<file path="config.mk">
export PLATFORM = sky130hd
export DESIGN_NAME = ep_dbuf_ctrl
export DESIGN_NICKNAME = d
export VERILOG_FILES = /design/src/rtl/ep_dbuf_pkg.sv /design/src/rtl/ep_ctrl_regs.sv /design/src/rtl/ep_slot_decode.sv /design/src/rtl/ep_flow_ctrl.sv /design/src/rtl/ep_dbuf_ctrl.sv
export SDC_FILE = /design/constraint.sdc
export NUM_CORES = 1
export LEC_CHECK = 0
export CAP_MARGIN = 20
export CORE_MARGIN = 8
export CORE_UTILIZATION = 32
export DETAILED_ROUTE_END_ITERATION = 12
export PLACE_DENSITY_LB_ADDON = 0.25
export SLEW_MARGIN = 20
export SYNTH_ARGS = -nofsm -noshare
export SYNTH_HDL_FRONTEND = slang
export SYNTH_SLANG_ARGS = --single-unit
</file>
<file path="constraint.sdc">
create_clock -name clk -period 1.41 [get_ports clk]
set_input_delay 0.2115 -clock clk [delete_from_list [all_inputs] [get_ports clk]]
set_output_delay 0.2115 -clock clk [all_outputs]
set_load 0.05 [all_outputs]
</file>
<file path="src/rtl/ep_dbuf_pkg.sv">
package ep_dbuf_pkg;
  localparam int REG_W      = 16;
  localparam int TYPE_W     = 2;
  localparam int TYPE_LSB   = 9;
  localparam int KIND_POS   = 8;
  localparam int DIR_POS    = 0;
  localparam int LANES      = 2;   // lane 0: bit 6 / tx flag, lane 1: bit 14 / rx flag
  localparam int TOG_POS_LO = 6;
  localparam int TOG_POS_HI = 14;
  localparam int FLG_POS_LO = 7;
  localparam int FLG_POS_HI = 15;
  localparam logic [TYPE_W-1:0] TYPE_BULK = '0;

  typedef struct packed {
    logic [TYPE_W-1:0] ep_type;
    logic              kind;
    logic              is_in;
  } ep_cfg_t;

  function automatic int tog_pos(input int lane);
    return (lane == 0) ? TOG_POS_LO : TOG_POS_HI;
  endfunction

  function automatic int flg_pos(input int lane);
    return (lane == 0) ? FLG_POS_LO : FLG_POS_HI;
  endfunction
endpackage

</file>
<file path="src/rtl/ep_ctrl_regs.sv">
module ep_ctrl_regs
  import ep_dbuf_pkg::*;
(
  input  logic                    clk,
  input  logic                    rst_n,
  input  logic                    wr_en,
  input  logic [REG_W-1:0]        wdata,
  input  logic [LANES-1:0]        hw_flip,   // hardware inversion per toggle lane
  input  logic [LANES-1:0]        hw_set,    // hardware flag set per lane
  output ep_cfg_t                 cfg,
  output logic [LANES-1:0]        tog,
  output logic [LANES-1:0]        flg,
  output logic [REG_W-1:0]        rdata
);
  // configuration fields: plain write
  always_ff @(posedge clk or negedge rst_n) begin
    if (!rst_n) begin
      cfg <= '0;
    end else if (wr_en) begin
      cfg.ep_type <= wdata[TYPE_LSB +: TYPE_W];
      cfg.kind    <= wdata[KIND_POS];
      cfg.is_in   <= wdata[DIR_POS];
    end
  end

  for (genvar g = 0; g < LANES; g++) begin : g_lane
    localparam int TP = tog_pos(g);
    localparam int FP = flg_pos(g);
    logic sw_flip;
    logic sw_clr;

    assign sw_flip = wr_en & wdata[TP];
    assign sw_clr  = wr_en & ~wdata[FP];

    // toggle-only bit: software and hardware inversions compose by XOR
    always_ff @(posedge clk or negedge rst_n) begin
      if (!rst_n) tog[g] <= 1'b0;
      else        tog[g] <= tog[g] ^ sw_flip ^ hw_flip[g];
    end

    // completion flag: hardware set has priority over software clear
    always_ff @(posedge clk or negedge rst_n) begin
      if (!rst_n)        flg[g] <= 1'b0;
      else if (hw_set[g]) flg[g] <= 1'b1;
      else if (sw_clr)    flg[g] <= 1'b0;
    end

    assert_tog_write0_R3: assert property (@(posedge clk) disable iff (!rst_n)
      (!sw_flip && !hw_flip[g]) |=> $stable(tog[g]));
    assert_tog_write1_R3: assert property (@(posedge clk) disable iff (!rst_n)
      (sw_flip && !hw_flip[g]) |=> (tog[g] != $past(tog[g])));
    assert_flag_set_R4: assert property (@(posedge clk) disable iff (!rst_n)
      hw_set[g] |=> flg[g]);
    assert_flag_keep_R4: assert property (@(posedge clk) disable iff (!rst_n)
      (flg[g] && !sw_clr) |=> flg[g]);
  end

  always_comb begin
    rdata = '0;
    rdata[TYPE_LSB +: TYPE_W] = cfg.ep_type;
    rdata[KIND_POS]           = cfg.kind;
    rdata[DIR_POS]            = cfg.is_in;
    for (int i = 0; i < LANES; i++) begin
      rdata[tog_pos(i)] = tog[i];
      rdata[flg_pos(i)] = flg[i];
    end
  end

  logic unused_wdata;
  assign unused_wdata = ^{wdata[5:1], wdata[13:11]};
endmodule

</file>
<file path="src/rtl/ep_slot_decode.sv">
module ep_slot_decode
  import ep_dbuf_pkg::*;
(
  input  ep_cfg_t          cfg,
  input  logic [LANES-1:0] tog,
  output logic             dbl_act,
  output logic             dtog_lane,   // lane index holding the peripheral toggle
  output logic             periph_slot,
  output logic             app_slot,
  output logic             clash
);
  logic dtog;
  logic swbuf;

  assign dbl_act   = (cfg.ep_type == TYPE_BULK) && cfg.kind;
  assign dtog_lane = ~cfg.is_in;                  // IN: lane 0 (bit 6), OUT: lane 1 (bit 14)
  assign dtog      = cfg.is_in ? tog[0] : tog[1];
  assign swbuf     = cfg.is_in ? tog[1] : tog[0];

  assign periph_slot = dbl_act & dtog;
  assign app_slot    = dbl_act & swbuf;
  assign clash       = (dtog == swbuf);
endmodule

</file>
<file path="src/rtl/ep_flow_ctrl.sv">
module ep_flow_ctrl (
  input  logic clk,
  input  logic rst_n,
  input  logic dbl_act,
  input  logic xfer_done,
  input  logic tok_valid,
  input  logic clash,
  output logic hw_toggle,
  output logic nak
);
  logic armed;

  assign hw_toggle = dbl_act & xfer_done;

  always_ff @(posedge clk or negedge rst_n) begin
    if (!rst_n)          armed <= 1'b0;
    else if (!dbl_act)   armed <= 1'b0;
    else if (xfer_done)  armed <= 1'b1;
  end

  always_ff @(posedge clk or negedge rst_n) begin
    if (!rst_n)         nak <= 1'b0;
    else if (tok_valid) nak <= dbl_act & armed & clash;
  end

  assert_disarm_R7: assert property (@(posedge clk) disable iff (!rst_n)
    !dbl_act |=> !armed);
  assert_nak_unarmed_R7: assert property (@(posedge clk) disable iff (!rst_n)
    (tok_valid && !armed) |=> !nak);
  assert_nak_hold_R6: assert property (@(posedge clk) disable iff (!rst_n)
    !tok_valid |=> $stable(nak));
  assert_nak_free_R6: assert property (@(posedge clk) disable iff (!rst_n)
    (tok_valid && !clash) |=> !nak);
endmodule

</file>
<file path="src/rtl/ep_dbuf_ctrl.sv">
module ep_dbuf_ctrl
  import ep_dbuf_pkg::*;
(
  input  logic             clk,
  input  logic             rst_n,
  input  logic             reg_wr_en,
  input  logic [REG_W-1:0] reg_wdata,
  output logic [REG_W-1:0] reg_rdata,
  input  logic             tok_valid,
  input  logic             xfer_done,
  output logic             nak,
  output logic             periph_slot,
  output logic             app_slot
);
  ep_cfg_t          cfg;
  logic [LANES-1:0] tog;
  logic [LANES-1:0] flg;
  logic [LANES-1:0] hw_flip;
  logic [LANES-1:0] hw_set;
  logic             dbl_act;
  logic             dtog_lane;
  logic             clash;
  logic             hw_toggle;

  // lane 0 carries the transmit flag, lane 1 the receive flag
  assign hw_set  = {xfer_done & ~cfg.is_in, xfer_done & cfg.is_in};
  assign hw_flip = {hw_toggle & dtog_lane, hw_toggle & ~dtog_lane};

  ep_ctrl_regs u_regs (
    .clk     (clk),
    .rst_n   (rst_n),
    .wr_en   (reg_wr_en),
    .wdata   (reg_wdata),
    .hw_flip (hw_flip),
    .hw_set  (hw_set),
    .cfg     (cfg),
    .tog     (tog),
    .flg     (flg),
    .rdata   (reg_rdata)
  );

  ep_slot_decode u_dec (
    .cfg         (cfg),
    .tog         (tog),
    .dbl_act     (dbl_act),
    .dtog_lane   (dtog_lane),
    .periph_slot (periph_slot),
    .app_slot    (app_slot),
    .clash       (clash)
  );

  ep_flow_ctrl u_flow (
    .clk       (clk),
    .rst_n     (rst_n),
    .dbl_act   (dbl_act),
    .xfer_done (xfer_done),
    .tok_valid (tok_valid),
    .clash     (clash),
    .hw_toggle (hw_toggle),
    .nak       (nak)
  );

  assert_hw_flip_R5: assert property (@(posedge clk) disable iff (!rst_n)
    (dbl_act && xfer_done && !reg_wr_en) |=> (periph_slot != $past(periph_slot)));
  assert_idle_no_flip_R8: assert property (@(posedge clk) disable iff (!rst_n)
    (!dbl_act && !reg_wr_en) |=> $stable(tog));
  assert_idle_slots_R8: assert property (@(posedge clk) disable iff (!rst_n)
    !dbl_act |-> (!periph_slot && !app_slot));
  assert_flag_onehot_R4: assert property (@(posedge clk) disable iff (!rst_n)
    xfer_done |=> $countones(flg & $past(hw_set)) == 1);
  assert_unused_zero_R10: assert property (@(posedge clk) disable iff (!rst_n)
    (reg_rdata[5:1] == '0) && (reg_rdata[13:11] == '0));
endmodule

</file>
* After elaboration in Yosys (flattened, before gate mapping) *
Index checks and enable logic that the tools add are counted.

storage, ports and cells
  flip-flop bits (word level) = 10
  input bits = 21
  output and inout bits = 19
  word-level logic and storage cells = 43

cells by class
  equality and inequality tests = 2
  muxes and demuxes = 8
  bitwise operators = 20
  reductions and logical operators = 4

operators with widths
  operator                                       number
  1-bit bitwise AND                              13
  1-bit 2-to-1 mux                               8
  2-bit nonzero test                             2
  1-bit bitwise XOR                              4
  1-bit inverter                                 3
  2-bit zero test                                1
  2-bit inequality test (second input constant)  1
  1-bit equality test                            1
  1-bit logical AND                              1

* Depth between registers and ports, before layout *
  word-level depth = 5
  depth in mapped cells = 4
  gate-level depth less buffers = 3

* By module *
Synthesis repeated with hierarchy kept, for this count alone.

unflattened totals
  cell total of the unflattened synthesis = 59
  area, all modules = 629.4 µm²

modules (own cells, without submodules)
  module          times used  cells each  area each (µm²)
  ep_ctrl_regs    1           40          465.4
  ep_flow_ctrl    1           7           80.1
  ep_slot_decode  1           8           55.1
  ep_dbuf_ctrl    1           4           28.8

* Worst setup path after synthesis *
OpenSTA, ideal clock, no wires.

  path type = reg-to-output
  from = register u_regs.cfg[1] (netlist name)
  to = output app_slot
  arrival = 1.818 ns
  required time = 1.199 ns
  slack = -0.620 ns
  stages on the path, launching flop included = 4
  cell sequence = dfrtp_1 or3b_1 buf_6 nor2_1

between the ends
  word-level cells in the longest chain between the ends = 2

RTL lines
  element            line                  text
  1-bit logical AND  ep_slot_decode.sv:15  assign dbl_act = (cfg.ep_type == TYPE_BULK) && cfg.kind;
  1-bit bitwise AND  ep_slot_decode.sv:21  assign app_slot = dbl_act & swbuf;
  to (decl)          ep_dbuf_ctrl.sv:13    output logic app_slot

Every way passes these cells.

* Worst setup path after layout *
  from = register u_regs.cfg[2] (netlist name)
  to = output app_slot

between the ends
  word-level cells in the longest chain between the ends = 3

RTL lines
  element            line
  2-bit zero test    ep_slot_decode.sv:15
  1-bit logical AND  ep_slot_decode.sv:15
  1-bit bitwise AND  ep_slot_decode.sv:21

Every way passes these cells.

==> flow_summary.json <==
{
  "outcome": "finished, violations left",
  "violations": "setup timing",
  "grt_pass1_wl_mm": 2.48,
  "dp_hpwl_mm": 1.18,
  "hp-class": "in2async",
  "timing.final.ws_setup_ns": -0.174,
  "finalCriticalPeriod_ns": 1.58,
  "syn_area_um2": 537,
  "num_vias": 448,
  "path_clk_slew_ns": 0.07,
  "drtPass1Iterations": 3,
  "powerDensity_nw_per_um2": 1480,
  "ys.flop_type": "dfrtp_1",
  "required_ns": 1.20,
  "rsz0062_at_grt": "true",
  "finalWeightedCongestion": 0.667,
  "drive_above_1_share_pct": 44.7,
  "fmax_mhz": 631,
  "cts_max_level": 1,
  "seq_area_frac_synth_pct": 46.6,
  "dieWidth_um": 57.0,
  "fillCellCount": 132,
  "diodes": 0,
  "period_share_pct": 112,
  "cp-end-kind": "output port",
  "synth_top_area_share_pct": 46.6,
  "r2r_end": "u_regs.rdata[14]",
  "synth-seq-cells": 10,
  "area_growth_pct": 87.4,
  "slew_violations": 0,
  "drc": 0,
  "syn_area_per_cell_um2": 10.5,
  "yosys-top-cells-count": "dfrtp_1 (10), buf_4 (8), nand2_1 (4), nor2_1 (4)",
  "cts_buffer_depth": 2,
  "clock_latency_ns": 0.27,
  "die_h_um": 57.0,
  "cts_tree": "built",
  "yosysMostFrequentCell": "dfrtp_1",
  "pin_count": 40,
  "antenna_found_initial": 0,
  "rows": 14,
  "grt_max_degree": 11,
  "numCtsBuffers": 3,
  "vias_per_cell": 4.44,
  "critical_path_class": "reg2out",
  "gr-total-overflow": 0,
  "place_inst": 95,
  "cts_hold_buf": 0,
  "wl_per_cell_um": 14.2,
  "clock-sinks": 10,
  "grt_pass1_vias": 532,
  "dieArea_um2": 3240,
  "wl_mm": 1.44,
  "final_antenna_net_count": 0,
  "cts_root_buf": "clkbuf_4",
  "worst-path-max-fanout": 3,
  "synth_edf_count": 0,
  "start_kind": "flip-flop",
  "syn-instance-count": 51,
  "maxCapViolations": 0,
  "worstRegToRegCells": 6,
  "port_buffers": 23,
  "hold-worst-slack_ns": 0.265,
  "pre_cts_slack_ns": -0.0194,
  "grtUsageTotal_pct": 9.50,
  "peakVddDrop_mv": 0.868,
  "ff2ff_setup_slack_ns": -0.16,
  "synthArstFlopShare_pct": 100,
  "fin_cells": 101,
  "fin_nets": 107,
  "core-area_um2": 1540,
  "finalHoldViolCount": 0,
  "arrival_ns": 1.37,
  "synth_area_leaders": "dfrtp_1 (47%), buf_4 (11%), xnor2_1 (4.9%)",
  "setup_viol": 6,
  "synth_cell_types": 19,
  "start_util_pct": 34.8,
  "reg2reg_from": "u_regs.cfg[2]",
  "synth_top_area_cell": "dfrtp_1",
  "leakage_nw": 0.448,
  "drtIter0Drc": 1,
  "yosysWarnings": 0,
  "fin_worst_skew_ns": 0.00265
}
critical path: stages, from the launching register on:
cell	delay (ns)
dfrtp_2	0.40
or3b_4	0.44
nor2_4	0.12
buf_12	0.14
kinds of logic after synthesis:
kind of cell	count (synthesis)	share of synthesized area (%)
xor gates and xnor gates	5	8.16
AOI/OAI and AO/OA	4	3.96
other	1	0.699
and+or+nand+nor	12	12.4
DFF	10	46.6
buffers and inverters	13	16.1
muxes	6	12.1
routing by layer:
metal	vias to the layer above	part of all wire (%)	track usage [%]
li1	214	-	-
met1	214	38	10.2
met2	20	51	14.7
met3	0	11	5.09
met4	0	0	5.03
met5	-	0	0
cells in the final DEF (no fill, tap or decap), drive strengths merged:
cell,n
o21ai,3
nand3,1
or3b,1
xnor2,3
clkdlybuf4s50,12
mux2i,2
buf,21
nand2,4
inv,3
nor3,1
mux2,4
clkbuf,4
conb,8
xor2,2
dfrtp,10
nor2,5
o22ai,1
layout make-up:
cell class,instances,area (um2),share of cell area (%)
repair buffers,33,419,41.7
multi-input cells,35,265,26.4
flip-flops and latches,10,254,25.2
clock buffers,4,36.3,3.61
well taps,16,20.0,1.99
inverters,3,11.3,1.12
metrics by stage:
stage	setup TNS (ns)	utilization, %	cell area [um2]	power, W
floorplan	-0.241	-	582	0.000827
global placement	-0.000799	60.1	927	0.00119
detailed placement	-0.0194	60.1	927	0.00120
CTS	-0.414	63.1	973	0.00148
global route	-0.793	65.3	1010	0.00156
finish	-0.519	65.3	1010	0.00149
worst max-delay path by stage:
stage                   from          endpoint  slack [ns]
2_1_floorplan  u_regs.cfg[3]          app_slot       -0.12
3_3_place_gp   u_regs.cfg[3]  u_regs.rdata[14]     -0.0008
3_5_place_dp   u_regs.cfg[3]  u_regs.rdata[14]       -0.02
4_1_cts        u_regs.cfg[2]          app_slot       -0.19
5_1_grt        u_regs.cfg[2]          app_slot       -0.24
6_report       u_regs.cfg[2]          app_slot       -0.17
report_power, final:
group	leakage [nW]	internal (W)	switching, W
clock	0.0210	0.000157	0.000109
sequential	0.117	0.000340	0.0000676
combinational	0.309	0.000388	0.000432
total	0.448	0.000884	0.000609
sequential cells by signal (all words and copies together) (netlist names):
| signal | flops |
|---|---|
| u_flow.armed | 1 |
| u_regs.flg | 2 |
| u_regs.cfg | 4 |
| u_regs.rdata | 2 |
| u_flow.nak | 1 |
timing repair:
action / CTS / global route
resized for setup: 1 / 5
setup buffers: 1 / 1
pin swaps: 1 / 2
setup endpoints to repair: 3 / 3
(Power assumes the default switching activity.)
